## src/rtl/bgf_pkg.sv

```systemverilog
package bgf_pkg;
  localparam int VW    = 15;          // scroll address width
  localparam int AW    = 14;          // video memory address width
  localparam int DW    = 8;           // memory data width
  localparam int NPIX  = 8;           // pixels per tile
  localparam int CODEW = 4;           // pixel code width
  localparam int DOTW  = 9;           // dot counter width
  localparam int TILEW = 6;           // tile index width
  localparam int SLOTW = $clog2(NPIX);

  typedef logic [VW-1:0] vaddr_t;
  typedef logic [AW-1:0] maddr_t;

  // name byte: page 2, low 12 scroll bits
  function automatic maddr_t name_addr(input vaddr_t v);
    return {2'b10, v[11:0]};
  endfunction

  // attribute byte: table at the end of the selected page
  function automatic maddr_t attr_addr(input vaddr_t v);
    return {2'b10, v[11:10], 4'b1111, v[9:7], v[4:2]};
  endfunction

  // right-shift selecting the 2-bit palette of the 16x16 quadrant
  function automatic logic [2:0] attr_shift(input vaddr_t v);
    return {v[6], v[1], 1'b0};
  endfunction

  function automatic maddr_t pat_addr(input logic base_sel, input logic [DW-1:0] tile,
                                      input logic plane, input logic [2:0] fine_y);
    return {1'b0, base_sel, tile, plane, fine_y};
  endfunction

  function automatic vaddr_t step_horiz(input vaddr_t v);
    if (v[4:0] == 5'd31) return {v[14:11], ~v[10], v[9:5], 5'd0};
    return v + vaddr_t'(1);
  endfunction

  function automatic vaddr_t step_vert(input vaddr_t v);
    vaddr_t r;
    r = v;
    if (v[14:12] != 3'd7) begin
      r[14:12] = v[14:12] + 3'd1;
    end else begin
      r[14:12] = 3'd0;
      if (v[9:5] == 5'd29) begin
        r[9:5] = 5'd0;
        r[11]  = ~v[11];
      end else if (v[9:5] == 5'd31) begin
        r[9:5] = 5'd0;
      end else begin
        r[9:5] = v[9:5] + 5'd1;
      end
    end
    return r;
  endfunction

  function automatic logic [CODEW-1:0] px_code(input logic [1:0] pal, input logic hi,
                                               input logic lo);
    return ({hi, lo} == 2'b00) ? '0 : {pal, hi, lo};
  endfunction
endpackage

```

## src/rtl/bgf_slot_decode.sv

```systemverilog
module bgf_slot_decode
  import bgf_pkg::*;
#(
  parameter int FETCH_LAST = 256,
  parameter int PRE_FIRST  = 321,
  parameter int LINE_LAST  = 340
) (
  input  logic              render_en,
  input  logic [DOTW-1:0]   dot,
  output logic [SLOTW-1:0]  slot,
  output logic              active,
  output logic              line_end,
  output logic [TILEW-1:0]  tile_now
);
  localparam int PRE_BASE = PRE_FIRST + 2*NPIX - 1 - NPIX;   // dot of first prefetched tile end
  logic [DOTW-1:0] dm1;
  logic [DOTW-1:0] t_full;
  logic            in_win;

  assign dm1    = dot - DOTW'(1);
  assign slot   = dm1[SLOTW-1:0];
  assign in_win = ((dot >= DOTW'(1)) && (dot <= DOTW'(FETCH_LAST))) ||
                  ((dot >= DOTW'(PRE_FIRST)) && (dot <= DOTW'(LINE_LAST)));
  assign active   = render_en && in_win;
  assign line_end = (dot == DOTW'(FETCH_LAST));
  assign t_full   = (dot > DOTW'(FETCH_LAST)) ? ((dot - DOTW'(PRE_BASE)) >> SLOTW)
                                              : ((dot >> SLOTW) + DOTW'(1));
  assign tile_now = t_full[TILEW-1:0];
endmodule

```

## src/rtl/bgf_scroll_reg.sv

```systemverilog
module bgf_scroll_reg
  import bgf_pkg::*;
(
  input  logic   clk,
  input  logic   rst_n,
  input  logic   load,
  input  vaddr_t load_val,
  input  logic   step_h,
  input  logic   step_v,
  output vaddr_t v_q
);
  always_ff @(posedge clk) begin
    if (!rst_n)      v_q <= '0;
    else if (load)   v_q <= load_val;
    else if (step_v) v_q <= step_vert(v_q);
    else if (step_h) v_q <= step_horiz(v_q);
  end

  a_r7_coarse_x_wrap: assert property (@(posedge clk) disable iff (!rst_n)
    step_h && !load && (v_q[4:0] == 5'd31) |=> (v_q[4:0] == 5'd0) && (v_q[10] != $past(v_q[10])));
  a_r8_fine_y_step: assert property (@(posedge clk) disable iff (!rst_n)
    step_v && !load && (v_q[14:12] != 3'd7) |=>
      (v_q[14:12] == ($past(v_q[14:12]) + 3'd1)) && (v_q[11:0] == $past(v_q[11:0])));
  a_r10_hold: assert property (@(posedge clk) disable iff (!rst_n)
    !step_h && !step_v && !load |=> $stable(v_q));
  a_r11_load_wins: assert property (@(posedge clk) disable iff (!rst_n)
    load |=> (v_q == $past(load_val)));
endmodule

```

## src/rtl/bgf_pixel_pack.sv

```systemverilog
module bgf_pixel_pack
  import bgf_pkg::*;
(
  input  logic [1:0]            pal,
  input  logic [DW-1:0]         lo,
  input  logic [DW-1:0]         hi,
  output logic [NPIX*CODEW-1:0] codes
);
  for (genvar i = 0; i < NPIX; i++) begin : g_px
    assign codes[i*CODEW +: CODEW] = px_code(pal, hi[NPIX-1-i], lo[NPIX-1-i]);
  end
endmodule

```

## src/rtl/bgf_fetch_pipe.sv

```systemverilog
module bgf_fetch_pipe
  import bgf_pkg::*;
#(
  parameter int FETCH_LAST = 256,
  parameter int PRE_FIRST  = 321,
  parameter int LINE_LAST  = 340
) (
  input  logic                  clk,
  input  logic                  rst_n,
  input  logic                  render_en,
  input  logic [DOTW-1:0]       dot,
  input  logic                  pat_base_sel,
  input  logic                  v_load,
  input  logic [VW-1:0]         v_load_val,
  output logic [VW-1:0]         v_out,
  output logic                  mem_rd,
  output logic [AW-1:0]         mem_addr,
  input  logic [DW-1:0]         mem_rdata,
  output logic                  pix_valid,
  output logic [TILEW-1:0]      pix_tile,
  output logic [NPIX*CODEW-1:0] pix_codes
);
  localparam logic [SLOTW-1:0] S_NAME = SLOTW'(0);
  localparam logic [SLOTW-1:0] S_ATTR = SLOTW'(2);
  localparam logic [SLOTW-1:0] S_LOW  = SLOTW'(4);
  localparam logic [SLOTW-1:0] S_HIGH = SLOTW'(6);
  localparam logic [SLOTW-1:0] S_LAST = SLOTW'(NPIX-1);

  logic [SLOTW-1:0] slot;
  logic             active, line_end;
  logic [TILEW-1:0] tile_now;
  vaddr_t           v_q;
  logic [DW-1:0]    name_q, low_q;
  logic [1:0]       pal_q;
  logic [NPIX*CODEW-1:0] codes_now;
  // named events for the checks
  logic tile_done, step_h, step_v;

  bgf_slot_decode #(.FETCH_LAST(FETCH_LAST), .PRE_FIRST(PRE_FIRST), .LINE_LAST(LINE_LAST))
    u_dec (.render_en(render_en), .dot(dot), .slot(slot), .active(active),
           .line_end(line_end), .tile_now(tile_now));

  assign tile_done = active && (slot == S_LAST);
  assign step_v    = tile_done && line_end;
  assign step_h    = tile_done && !line_end;

  bgf_scroll_reg u_scroll (.clk(clk), .rst_n(rst_n), .load(v_load), .load_val(v_load_val),
                           .step_h(step_h), .step_v(step_v), .v_q(v_q));
  assign v_out = v_q;

  assign mem_rd = active && !slot[0];
  always_comb begin
    mem_addr = '0;
    if (mem_rd) begin
      unique case (slot)
        S_NAME:  mem_addr = name_addr(v_q);
        S_ATTR:  mem_addr = attr_addr(v_q);
        S_LOW:   mem_addr = pat_addr(pat_base_sel, name_q, 1'b0, v_q[14:12]);
        S_HIGH:  mem_addr = pat_addr(pat_base_sel, name_q, 1'b1, v_q[14:12]);
        default: mem_addr = '0;
      endcase
    end
  end

  bgf_pixel_pack u_pack (.pal(pal_q), .lo(low_q), .hi(mem_rdata), .codes(codes_now));

  always_ff @(posedge clk) begin
    if (!rst_n) begin
      name_q    <= '0;
      pal_q     <= '0;
      low_q     <= '0;
      pix_valid <= 1'b0;
      pix_tile  <= '0;
      pix_codes <= '0;
    end else begin
      pix_valid <= tile_done;
      if (active) begin
        case (slot)
          SLOTW'(1): name_q <= mem_rdata;
          SLOTW'(3): pal_q  <= 2'(mem_rdata >> attr_shift(v_q));
          SLOTW'(5): low_q  <= mem_rdata;
          S_LAST: begin
            pix_codes <= codes_now;
            pix_tile  <= tile_now;
          end
          default: ;
        endcase
      end
    end
  end

  a_r2_name_page: assert property (@(posedge clk) disable iff (!rst_n)
    mem_rd && (slot == S_NAME) |-> (mem_addr[13:12] == 2'b10));
  a_r6_no_read_stalled: assert property (@(posedge clk) disable iff (!rst_n)
    !render_en |-> !mem_rd);
  a_r5_valid_after_tile: assert property (@(posedge clk) disable iff (!rst_n)
    tile_done |=> pix_valid);
  a_r5_valid_only_after_tile: assert property (@(posedge clk) disable iff (!rst_n)
    pix_valid |-> $past(tile_done));
  a_r10_no_output_stalled: assert property (@(posedge clk) disable iff (!rst_n)
    !render_en |=> !pix_valid);
  for (genvar i = 0; i < NPIX; i++) begin : g_chk
    a_r5_transparent_zero: assert property (@(posedge clk) disable iff (!rst_n)
      pix_valid && (pix_codes[i*CODEW +: 2] == 2'b00) |-> (pix_codes[i*CODEW+2 +: 2] == 2'b00));
  end
endmodule

```

## config.mk

```make
export PLATFORM = sky130hd
export DESIGN_NAME = bgf_fetch_pipe
export DESIGN_NICKNAME = d
export VERILOG_FILES = /design/src/rtl/bgf_pkg.sv /design/src/rtl/bgf_slot_decode.sv /design/src/rtl/bgf_scroll_reg.sv /design/src/rtl/bgf_pixel_pack.sv /design/src/rtl/bgf_fetch_pipe.sv
export SDC_FILE = /design/constraint.sdc
export NUM_CORES = 1
export LEC_CHECK = 0
export BUFFER_PORTS_ARGS = -buffer_cell sky130_fd_sc_hd__buf_2
export CAP_MARGIN = 20
export CORE_AREA = 2 2 94 96
export CTS_CLUSTER_DIAMETER = 100
export DETAILED_ROUTE_END_ITERATION = 6
export DIE_AREA = 0 0 96 98
export GPL_TIMING_DRIVEN = 0
export PLACE_DENSITY = 0.77
export SLEW_MARGIN = 0
export SYNTH_ARGS = -nofsm -noshare
export SYNTH_HDL_FRONTEND = slang
export SYNTH_SLANG_ARGS = --single-unit
```

## constraint.sdc

```tcl
create_clock -name clk -period 2.5 [get_ports clk]
set_input_delay 0.5 -clock clk [delete_from_list [all_inputs] [get_ports clk]]
set_output_delay 0.5 -clock clk [all_outputs]
set_load 0.05 [all_outputs]
```

# ---- After elaboration in Yosys (flattened, before gate mapping)
# Cells that the tools add are included.
dict set report word_totals {
  word_cells 96
  out_inout_bits 69
  in_bits 37
  register_bits 72
}
dict set report op_classes {
  n_eq_ne 16
  add_sub_neg 6
  n_bitwise 2
  n_shift 1
  n_lt_le_gt_ge 5
  reduce_logical 29
  n_mux 27
}
# op count
set ops {}
lappend ops {{$mux 15} 4}
lappend ops {{$pmux 14 s4} 1}
lappend ops {{$mux 4} 8}
lappend ops {{$le 9x9->1 const B} 2}
lappend ops {{$logic_not 2->1} 8}
lappend ops {{$add 15x1->15 const B} 1}
lappend ops {{$eq 5x5->1 const B} 3}
lappend ops {{$mux 5} 3}
lappend ops {{$mux 14} 1}
lappend ops {{$eq 3x3->1 const B} 4}
lappend ops {{$reduce_and 2->1} 6}
lappend ops {{$mux 11} 1}
lappend ops {{$eq 9x9->1 const B} 1}
lappend ops {{$ge 9x1->1 const B} 1}
lappend ops {{$ge 9x9->1 const B} 1}
lappend ops {{$gt 9x9->1 const B} 1}
lappend ops {{$sub 9x9->9 const B} 1}
lappend ops {{$shr 8x3->2} 1}
lappend ops {{$logic_and 1x1->1} 7}
lappend ops {{$mux 1} 7}
lappend ops {{$add 6x1->6 const B} 1}
lappend ops {{$eq 3x2->1 const B} 2}
lappend ops {{$mux 6} 1}
lappend ops {{$ne 3x3->1 const B} 2}
lappend ops {{16 further kinds} 18}

# ---- Depth between registers and ports, before layout
# Gate-level depths: netlist (run 1).
dict set report logic_depth {
  ltp_word 14
  mapped_depth 12
}

# ---- Hierarchy
# Synthesis (run 1) repeated with hierarchy kept, for this count alone.
dict set report hier_totals {
  hier_cells 533
  area_unflattened_um2 4280.4
}
# mod cells_per_inst seq_area_each_um2 area_per_inst_um2 instances
set by_module_without_submodules {}
lappend by_module_without_submodules {bgf_fetch_pipe 289 1141.1 2509.9 1}
lappend by_module_without_submodules {bgf_scroll_reg 164 300.3 1227.4 1}
lappend by_module_without_submodules {bgf_slot_decode 46 0.0 340.3 1}
lappend by_module_without_submodules {bgf_pixel_pack 34 0.0 202.7 1}

# ---- Least setup slack after synthesis (run 1)
# OpenSTA, ideal clock, no wires.
dict set report synth_path {
  path_kind {input to output}
  startpoint {in dot[2]}
  endpoint {out mem_addr[13]}
  required_time_ns 2.000
  setup_slack_ns -0.555
  t_arrival_ns 2.555
  stages 5
  path_buffers 1
  cell_sequence {clkbuf_1 -> or3_1 -> o21ai_1 -> nand2_1 -> a211oi_1}
}
dict set report synth_via {
  elab_chain_cells 6
}
# item line
set synth_rtl {}
lappend synth_rtl {{start, declared} bgf_fetch_pipe.sv:11} ;# input logic [DOTW-1:0] dot,
lappend synth_rtl {{$ge 9x1->1, or another cell as far along} bgf_slot_decode.sv:22} ;# assign in_win = ((dot >= DOTW'(1)) && (dot <= DOTW'(FETCH_LAST))) ||
lappend synth_rtl {{$logic_and 1x1->1 (on tied branches)} {bgf_slot_decode.sv:22, bgf_slot_decode.sv:23}}
lappend synth_rtl {{$logic_or 1x1->1} bgf_slot_decode.sv:22}
lappend synth_rtl {{$logic_and 1x1->1} bgf_slot_decode.sv:24} ;# assign active = render_en && in_win;
lappend synth_rtl {{$logic_and 1x1->1} bgf_fetch_pipe.sv:51} ;# assign mem_rd = active && !slot[0];
lappend synth_rtl {{$mux 14 (*)} bgf_fetch_pipe.sv:54} ;# if (mem_rd) begin
lappend synth_rtl {{end, declared} bgf_fetch_pipe.sv:17} ;# output logic [AW-1:0] mem_addr,
# Every way passes the cells marked *; elsewhere a longest branch is shown, timed or not.

# ---- Worst setup path in the final report (run 1)
dict set report layout_path {
  startpoint {in dot[0]}
  endpoint {out mem_addr[12]}
}
# Same word-level chain as after synthesis.

==> flow_summary.yaml, run 1 <==
synthesis:
  synth_area_leaders: "dfxtp_1 (36%), a21oi_1 (8.3%), nand2_1 (7.4%)"
  syn_avg_cell_area_um2: 7.95
  synthArstFlopShare_pct: 0
  synth_cells: 500
  syn-num-nets: 548
  netlist.area_leader.share_pct: 36.3
  ys_types: 64
  ys_seq_area_share_pct: 36.3
  synth-edff-count: 0
  synth-seq-cells: 72
  ys_warn_count: 0
  yosys.area.top_type: "dfxtp_1"
  synth_area_um2: 3970
  synth_ff_type: "dfxtp_1"
sta:
  slew_violations: 0
  worstMarginPinSlew_ns: 0.638
  hold_viol: 0
  finClkSkew_ns: 0.00849
  slew_headroom_pct: 57.5
  min_period_ns: 2.44
  final.setup.tns_ns: 0
  clock.fmax_mhz: 410
  post-route-period-util_pct: 97.7
  setup_viol: 0
  finalWorstSetupSlack_ns: 0.0584
flow_run:
  drv_cap: 0
routing:
  routed-via-count: 4104
  first_pass_iters: 5
  drc_errors: 0
  drtAntennaViolNets: 0
  wl_per_cell_um: 16.9
  wirelength_um: 12300
  routed_via_density: 5.65
  drt_iter0_drc: 256
layout:
  drive_gt1_share_pct: 28.9
  regArea_um2: 1440
  nNetsFinal: 662
  n_antenna_cell: 0
  design_area_um2: 5020
  synthToLayoutAreaGrowth_pct: 26.2
  multiInputGateArea_um2: 2370
  n_fill_cell: 784
place:
  dpl-instance-area_um2: 4660
  io_buffers: 101
  hpwlAfterDp_um: 9180
  routabilityCongestion: 0.957
  place_ws_ns: -0.370
floorplanning:
  die_area_um2: 9410
  initial_core_util_pct: 46.9
  pin_count: 106
  fp.dieH_um: 98
  num_rows: 34
  core_um2: 8470
  die_w_um: 96
global_routing:
  grt-ovfl-total: 0
  grt_pass1_vias: 4175
  antenna_found_initial: 0
  grt_pass1_wl_um: 20300
  grt_max_degree: 14
  grt_usage_pct: 27.2
critical_path:
  cpMostUsedCell: "buf_2"
  required_ns: 2.00
  start_kind: "input port"
  reg2reg_depth: 8
  cpPeakStageDelay_ns: 0.31
  ff2ff_setup_slack_ns: 0.24
  worst-setup-path-type: "input port to primary output"
  cp_slowest_cell: "or2_4"
  worst-path-buf-inv: 3
  worstSetupEndpointType: "primary output"
  cp_max_fo: 8
  r2r-end: "u_scroll.v_q[14]"
  critical_path.top_delay_family: "buffers and inverters"
  arrival_ns: 1.94
  worstPathCellList: "buf_2 -> o21a_1 -> o21ai_1 -> a31oi_2 -> or2_4 -> clkinvlp_4 -> and3_4 -> buf_2"
  r2r_start: "u_scroll.v_q[0]"
worst_hold_path:
  hp-class: "input port to flop"
  whs_endpoint: "u_scroll.v_q[11]"
  worst_hold_startpoint: "v_load_val[11]"
  holdPathStages: 3
cts:
  cts_tree: "yes"
  cts_htree_levels: 3
  numCtsBuffers: 9
  clk_pin_slew_ns: 0.08
  cts.sinks: 72
  cts_root_buf: "clkbuf_8"
  clock_latency_ns: 0.36
  postCtsHoldBufs: 0
  clk_path_buf_depth: 2
power_and_ir_drop:
  power.density_nw_per_um2: 561
  totalPowerFinal_w: 0.00281
  irDropWorstVdd_uv: 230
  leakagePower_nw: 2.11
status:
  outcome: "finished clean"
## registers in the layout, summed over array words and instances, names as in the netlist
signal        count
pix_codes        32
u_scroll.v_q     15
low_q             8
name_q            8
pix_tile          6
pal_q             2
pix_valid         1
## cells in the final DEF (no fill, tap or decap), types with 3 or more instances in the layout
cell       synthesis  final
nand3_1           19     19
or3_1              5      4
ha_1              10     10
nor3_1             9      9
nor2_1            48     38
buf_2             13    103
a31oi_1            4      3
buf_4              2     10
xnor2_1            3      3
clkbuf_1          22     19
nand4_1            6      6
mux2i_1           17     17
clkbuf_8           0     10
and3_1             6      5
clkbuf_2           0      3
bufinv_16          0      3
nor4_1             3      3
buf_6              1      8
inv_1             10      9
nand2_1           78     78
o211ai_1          18     18
a211oi_1           7      5
a21oi_1           66     64
nor2_2             0     10
o21ai_0           23     23
xor2_1             4      4
dfxtp_1           72     72
## power breakdown
group          internal, W  leakage (nW)  total (W)  switching, W
clock network     0.000695         0.123    0.00118      0.000482
logic             0.000137          1.40   0.000438      0.000301
registers          0.00117         0.584    0.00120     0.0000279
## cells in the mapped netlist, types with 4 or more instances
cell type / number
a211oi_1: 7
a21oi_1: 66
a31oi_1: 4
and3_1: 6
buf_2: 13
clkbuf_1: 22
dfxtp_1: 72
ha_1: 10
inv_1: 10
mux2i_1: 17
nand2_1: 78
nand3_1: 19
nand4_1: 6
nor2_1: 48
nor3_1: 9
o211ai_1: 18
o21ai_0: 23
or3_1: 5
xor2_1: 4
## area by class of cell
| type | instances | share of cell area [%] |
|---|---|---|
| inverter | 11 | 0.898 |
| clock buffer | 10 | 2.74 |
| clock inverter | 6 | 2.29 |
| buffer | 40 | 3.92 |
| multi-input combinational | 377 | 47.3 |
| timing repair buffer | 103 | 11.4 |
| tap | 108 | 2.69 |
| sequential | 72 | 28.7 |
## worst max path at each step
stage / from / to / slack, ns / depth (start not counted)
finish: dot[0] / mem_addr[12] / 0.06 / 8
global route: dot[4] / mem_addr[13] / -0.02 / 7
CTS: dot[0] / mem_addr[12] / 0.02 / 8
detailed placement: dot[2] / pix_tile[5] / -0.37 / 12
global placement: dot[2] / pix_tile[5] / -0.35 / 12
floorplan: dot[1] / mem_addr[0] / -0.13 / 6
## worst reg2reg max path, stage by stage (launching register included)
cell and delay [ns]:
dfxtp_1 0.33, ha_1 0.29, and3_1 0.22, ha_1 0.24, clkbuf_2 0.22, nor2_1 0.31, nand4b_1 0.13, a221o_1 0.30
a21oi_1 0.14
## cells by family (layout without fill, tap and decap cells)
family          after synthesis  in the layout  share of synthesized area, %
mux                          19             19                          5.42
fa+ha+maj                    11             11                          3.65
flops                        72             72                          36.3
simple gates                195            195                          24.2
compound gates              145            145                          23.3
buf+inv                      51            170                          5.60
xor+xnor                      7              7                          1.54
## layer usage
layer  up-vias  share of wire, %  GRT usage, %
met4         0               2.5          10.0
met3        22               7.2          7.10
met1      1893                43          34.9
li1       2018                 -             -
met2       171                47          43.7
met5         -                 0             0
## stage by stage
stage                     std cells  hold slack, ns  utilization (%)
after global routing            727           0.406             59.3
after floorplan                 500           0.458                -
after CTS                       725           0.373             58.8
after detailed placement        709           0.442             55.0
final                           727           0.381             59.3
after global placement          709           0.438             55.0
## what timing repair did
action                                 4_1_cts  5_1_grt
pin swaps                                    0        2
setup buffers                                0        2
endpoints found under the hold margin        0        0
gates resized for setup                     23       11
setup endpoints to repair                   15       15
gates cloned                                 0        0
Note: power is estimated with default switching activity, not from simulation.
==> run 2, diff against run 1 <==
--- a/config.mk
+++ b/config.mk
@@ -7,13 +7,14 @@
 export LEC_CHECK = 0
 export BUFFER_PORTS_ARGS = -buffer_cell sky130_fd_sc_hd__buf_2
 export CAP_MARGIN = 20
-export CORE_AREA = 2 2 94 96
+export CORE_AREA = 2 2 97 99
 export CTS_CLUSTER_DIAMETER = 100
 export DETAILED_ROUTE_END_ITERATION = 6
-export DIE_AREA = 0 0 96 98
+export DIE_AREA = 0 0 99 101
 export GPL_TIMING_DRIVEN = 0
 export PLACE_DENSITY = 0.77
 export SLEW_MARGIN = 0
 export SYNTH_ARGS = -nofsm -noshare
 export SYNTH_HDL_FRONTEND = slang
+export SYNTH_HIERARCHICAL = 1
 export SYNTH_SLANG_ARGS = --single-unit
==> run 2 against run 1 <==
Net effect:
- the flow now finishes with violations (negative setup slack)
- combinational power up 40%
- routed wire length rose by 7.5%
- die area is 6.3% higher
- fmax is 19% lower
- final cell count is 8.9% higher
- critical endpoint unchanged
- largest cell class unchanged
==> flow_summary.yaml, run 2 <==
status:
  outcome: "finished with violations"
  violations: "negative setup slack"
sta:
  worstMarginPinSlew_ns: 0.620
  slew_headroom_pct: 58.7
  clock.fmax_mhz: 332
  rsz0062_at_grt: "true"
  min_period_ns: 3.01
  setup_viol: 30
  hold_viol: 0
  slew_violations: 0
  finalWorstSetupSlack_ns: -0.509
  post-route-period-util_pct: 120
  finClkSkew_ns: 0.0106
power_and_ir_drop:
  pwr-share-seq_pct: 40.5
  clkPwrFrac_pct: 39.0
  combPwrFrac_pct: 20.5
  p_switching_w: 0.000898
  swShare_pct: 30.0
  power.density_nw_per_um2: 494
  leakagePower_nw: 2.45
  irDropWorstVdd_uv: 290
  p_int_w: 0.00210
synthesis:
  synth_area_leaders: "dfxtp_1 (34%), nand2_1 (9.9%), a21boi_1 (7.2%)"
  syn_avg_cell_area_um2: 8.03
  synth_cells: 533
  synth_ff_type: "dfxtp_1"
  ys_seq_area_share_pct: 33.7
  ys_top_cells_by_count: "nand2_1 (113), dfxtp_1 (72), a21boi_1 (41), clkbuf_1 (33), nor2_1 (21)"
  ys_warn_count: 6
  synth-edff-count: 0
  synth-seq-cells: 72
  ys_types: 68
  syn-num-nets: 580
  synth_area_um2: 4280
  synthArstFlopShare_pct: 0
  synth_most_common_cell: "nand2_1"
  netlist.area_leader.share_pct: 33.7
  yosys.area.top_type: "dfxtp_1"
routing:
  drt_iter0_drc: 229
  first_pass_iters: 5
  drc_errors: 0
  wl_per_cell_um: 16.6
  routed_via_density: 5.71
  routed-via-count: 4519
  drtAntennaViolNets: 0
  wirelength_um: 13200
layout:
  final_cell_mix: "nand2_1 (110), buf_2 (89), dfxtp_1 (72), a21boi_1 (40), clkbuf_1 (31)"
  synthToLayoutAreaGrowth_pct: 41.7
  layout_commonest_cell: "nand2_1"
  nNetsFinal: 723
  n_fill_cell: 749
  design_area_um2: 6070
  n_antenna_cell: 0
  largest_registers: "pix_codes (32), u_scroll/v_q (15)"
  drive_gt1_share_pct: 34.5
  top_register: "pix_codes"
  largest_reg_flops: 32
critical_path:
  cp_max_fo: 6
  worst-setup-path-type: "input port to primary output"
  ff2ff_setup_slack_ns: 0.09
  arrival_ns: 2.51
  reg2reg_depth: 8
  worstSetupEndpointType: "primary output"
  start_kind: "input port"
  required_ns: 2.00
cts:
  clk_path_buf_depth: 2
  cts_tree: "yes"
  cts_root_buf: "clkbuf_8"
  cts.sinks: 72
  postCtsHoldBufs: 0
  clk_pin_slew_ns: 0.09
  clock_latency_ns: 0.35
  cts_htree_levels: 3
  numCtsBuffers: 9
place:
  routabilityCongestion: 0.972
  io_buffers: 102
  place_ws_ns: -1.18
  dpl-instance-area_um2: 5130
  hpwlAfterDp_um: 9070
floorplanning:
  fp.dieH_um: 101
  die_w_um: 99
  core_um2: 8980
  num_rows: 35
  pin_count: 106
  die_area_um2: 10000
  initial_core_util_pct: 47.7
global_routing:
  grt_pass1_vias: 4213
  antenna_found_initial: 0
  grt-ovfl-total: 0
  grt_pass1_wl_um: 20800
  grt_max_degree: 15
  grt_usage_pct: 26.1
worst_hold_path:
  hp-class: "input port to flop"
  holdPathStages: 3
flow_run:
  drv_cap: 0
[run 2: kinds of logic after synthesis]
logic type	after synthesis	synth area share, %
flip-flops	72	33.7
AND/OR/NAND/NOR	229	26.7
buffers and inverters	67	8.01
adder cells (fa/ha/maj)	10	2.92
XOR/XNOR	5	1.02
AO/OA/AOI/OAI	125	21.1
multiplexers	25	6.58
[run 2: layout make-up]
type	instances	area, um^2	area share (%)
Clock inverter	7	128	2.10
Sequential cell	72	1440	23.8
Multi-Input combinational cell	394	2850	46.9
Inverter	11	47.5	0.784
Tap cell	111	139	2.29
Clock buffer	9	124	2.04
Buffer	54	379	6.25
Timing Repair Buffer	134	962	15.9
[run 2: repair_timing]
| item | 4_1_cts | 5_1_grt |
|---|---|---|
| buffers inserted | 19 | 17 |
| gates resized for setup | 75 | 37 |
| pin swaps | 25 | 11 |
| endpoints found under the setup margin | 30 | 60 |
| gates cloned | 1 | 1 |
[run 2: metrics by stage]
step | hold WS, ns | total power [W] | util (%) | std cells | setup TNS [ns]
after global routing | 0.428 | 0.00310 | 67.6 | 792 | -14.72
after floorplan | 0.441 | 0.00160 | - | 533 | -17.20
after global placement | 0.438 | 0.00174 | 57.1 | 746 | -30.84
after CTS | 0.404 | 0.00296 | 64.7 | 781 | -12.57
final | 0.410 | 0.00300 | 67.6 | 792 | -11.79
after detailed placement | 0.444 | 0.00175 | 57.1 | 746 | -37.03
[run 2: per-layer routing]
metal | vias up | part of all wire [%] | routed length [um] | GRT usage, %
li1 | 2152 | - | - | -
met1 | 2135 | 42 | 5480 | 32.7
met2 | 203 | 50 | 6560 | 45.0
met3 | 29 | 6.3 | 835 | 4.30
met4 | 0 | 2.3 | 304 | 9.59
met5 | - | 0 | 0 | 0
[run 2: worst paths after layout]
path	start	to
worst max-delay path	dot[1]	mem_addr[12]
worst min-delay path	v_load_val[3]	u_scroll/v_q[3]
worst max register to register	u_scroll/v_q[1]	u_scroll/v_q[7]
worst min register to register	pix_tile[3]	pix_tile[3]
[run 2: power by group through the flow]
stage	Clock, W	Combinational, W	Sequential [W]
after global routing	0.00123	0.000655	0.00122
after CTS	0.00118	0.000571	0.00121
after floorplan	0	0.000304	0.00130
final	0.00117	0.000614	0.00121
after global placement	0	0.000502	0.00124
after detailed placement	0	0.000509	0.00124
[run 2: critical path: stages]
cell and delay, ns:
buf_6 0.09, buf_4 0.12, or4_4 0.50, nor3_2 0.15, nor2_1 0.07, o31a_1 0.33
buf_6 0.14, nand2b_4 0.14, buf_6 0.13, inv_4 0.03, and3_4 0.16, buf_8 0.14
==> run 3, diff against run 2 <==
--- a/config.mk
+++ b/config.mk
@@ -7,11 +7,12 @@
 export LEC_CHECK = 0
 export BUFFER_PORTS_ARGS = -buffer_cell sky130_fd_sc_hd__buf_2
 export CAP_MARGIN = 20
-export CORE_AREA = 2 2 97 99
+export CORE_AREA = 2 2 102 94
 export CTS_CLUSTER_DIAMETER = 100
 export DETAILED_ROUTE_END_ITERATION = 6
-export DIE_AREA = 0 0 99 101
+export DIE_AREA = 0 0 104 96
 export GPL_TIMING_DRIVEN = 0
+export MAX_ROUTING_LAYER = met4
 export PLACE_DENSITY = 0.77
 export SLEW_MARGIN = 0
 export SYNTH_ARGS = -nofsm -noshare
==> run 3 against run 2 <==
Net effect:
- the run still ends with negative setup slack left
- first-iteration DRC count grew 51%
- routed wire length grew 3.6%
- sequential power is essentially flat
- via count shrank 0.13%
- worst hold slack gained 0.0080 ns
- critical path depth grew 1
- global-route usage grew 1.3 points
==> flow_summary.yaml, run 3 (synthesized netlist as in run 2, its figures left out) <==
sta:
  hold_viol: 0
  finClkSkew_ns: 0.0127
  post-route-period-util_pct: 122
  slew_violations: 0
  min_period_ns: 3.06
  clock.fmax_mhz: 327
  setup_viol: 30
  slew_headroom_pct: 59.5
  worstMarginPinSlew_ns: 0.603
  rsz0062_at_grt: "true"
  finalWorstSetupSlack_ns: -0.559
  whs_ns: 0.418
cts:
  numCtsBuffers: 9
  clock_latency_ns: 0.36
  cts_root_buf: "clkbuf_8"
  cts_tree: "yes"
  clk_pin_slew_ns: 0.08
  cts.sinks: 72
  cts_htree_levels: 3
  clk_path_buf_depth: 2
routing:
  drtAntennaViolNets: 0
  wirelength_um: 13700
  first_pass_iters: 5
  drt_iter0_drc: 345
  routed-via-count: 4513
  wl_per_cell_um: 17.1
  drc_errors: 0
  routed_via_density: 5.64
layout:
  largest_reg_flops: 32
  multiInputGateArea_um2: 2780
  regArea_um2: 1440
  nNetsFinal: 720
  layout_commonest_cell: "nand2_1"
  largest_registers: "pix_codes (32), u_scroll/v_q (15)"
  drive_gt1_share_pct: 32.9
  synthToLayoutAreaGrowth_pct: 39.7
  n_fill_cell: 734
  n_antenna_cell: 0
  final_cell_mix: "nand2_1 (111), buf_2 (89), dfxtp_1 (72), a21boi_1 (41), clkbuf_1 (31)"
  top_register: "pix_codes"
power_and_ir_drop:
  irDropWorstVdd_uv: 262
  leakagePower_nw: 2.42
  totalPowerFinal_w: 0.00298
  power.density_nw_per_um2: 497
status:
  outcome: "finished with violations"
  violations: "negative setup slack"
critical_path:
  required_ns: 2.78
  worst-path-buf-inv: 3
  critical_path.top_delay_family: "simple AND/OR/NAND/NOR gates"
  cp_max_fo: 4
  r2r-end: "u_scroll/v_q[9]"
  worstPathCellList: "buf_6 -> or4_1 -> o22ai_1 -> nor4b_2 -> o31a_1 -> buf_4 -> nand4_1 -> clkbuf_8 -> nor2_4 -> or3b_4 -> a211o_1 -> a22o_1 -> a31oi_1"
  crit_end: "u_scroll/v_q[9]"
  arrival_ns: 3.34
  worstSetupEndpointType: "flop"
  cp_slowest_cell: "or4_1"
  worst-setup-path-type: "input port to flop"
  ff2ff_setup_slack_ns: 0.10
  critical_path_cell_count: 13
  reg2reg_depth: 8
  r2r_start: "u_scroll/v_q[1]"
  start_kind: "input port"
  cpPeakStageDelay_ns: 0.50
  crit_start: "dot[1]"
floorplanning:
  die_w_um: 104
  core_um2: 8920
  initial_core_util_pct: 48.0
  fp.dieH_um: 96
  pin_count: 106
  num_rows: 33
  die_area_um2: 9980
worst_hold_path:
  hp-class: "input port to flop"
global_routing:
  grt_usage_pct: 27.3
  grt_pass1_wl_um: 21000
  grt_max_degree: 14
  grt-ovfl-total: 0
  antenna_found_initial: 0
  grt_pass1_vias: 4208
flow_run:
  drv_cap: 0
place:
  routabilityCongestion: 0.991
  io_buffers: 102
  hpwlAfterDp_um: 9400
-- run 3: area by class of cell --
type / instances / share of cell area, %
Buffer: 55 / 6.55
Clock buffer: 10 / 2.13
Clock inverter: 6 / 1.95
Inverter: 11 / 0.795
Multi-Input combinational cell: 394 / 46.5
Sequential cell: 72 / 24.1
Tap cell: 122 / 2.55
Timing Repair Buffer: 130 / 15.4
-- run 3: per-layer routing --
layer / wire (um) / up-vias / global-route usage, %
met5: 0 / - / -
met4: 153 / 0 / 9.91
met2: 6450 / 199 / 44.7
met1: 6090 / 2139 / 34.0
li1: - / 2154 / -
met3: 957 / 21 / 5.35
-- run 3: how the worst min path moves through the flow --
stage	to	slack [ns]	cells past startpoint	startpoint
floorplan	pal_q[1]	0.44	2	pal_q[1]
global placement	pix_tile[4]	0.44	2	pix_tile[4]
detailed placement	pix_tile[1]	0.44	2	pix_tile[1]
CTS	u_scroll/v_q[5]	0.41	3	v_load_val[5]
global route	u_scroll/v_q[1]	0.41	3	v_load_val[1]
finish	u_scroll/v_q[5]	0.42	3	v_load_val[5]
-- run 3: worst min-delay path, cell delays in order --
cell     delay (ns)
buf_2          0.07
a32oi_1        0.05
a31oi_1        0.12
-- run 3: what timing repair did --
| action | in CTS | in global routing |
|---|---|---|
| resized for setup | 73 | 21 |
| pin swaps | 28 | 5 |
| endpoints found under the setup margin | 30 | 59 |
| hold buffers | 0 | 0 |
| setup buffers | 28 | 2 |
| gates cloned | 1 | 2 |
-- run 3: metrics by stage --
step                util (%)  TNS [ns]  instance area [um^2]  instances  setup WS [ns]
finish                  67.1    -13.32                  5980        800         -0.559
global route            67.1    -17.04                  5980        800         -0.671
CTS                     65.9    -22.14                  5880        801         -0.570
detailed placement      57.6    -34.79                  5140        757          -1.14
global placement        57.6    -32.44                  5140        757          -1.13
floorplan                  -    -17.20                  4480        533         -0.724
-- run 3: where the power goes --
part	internal [W]	switching [W]
clock	0.000671	0.000483
combinational	0.000244	0.000363
sequential	0.00117	0.0000414
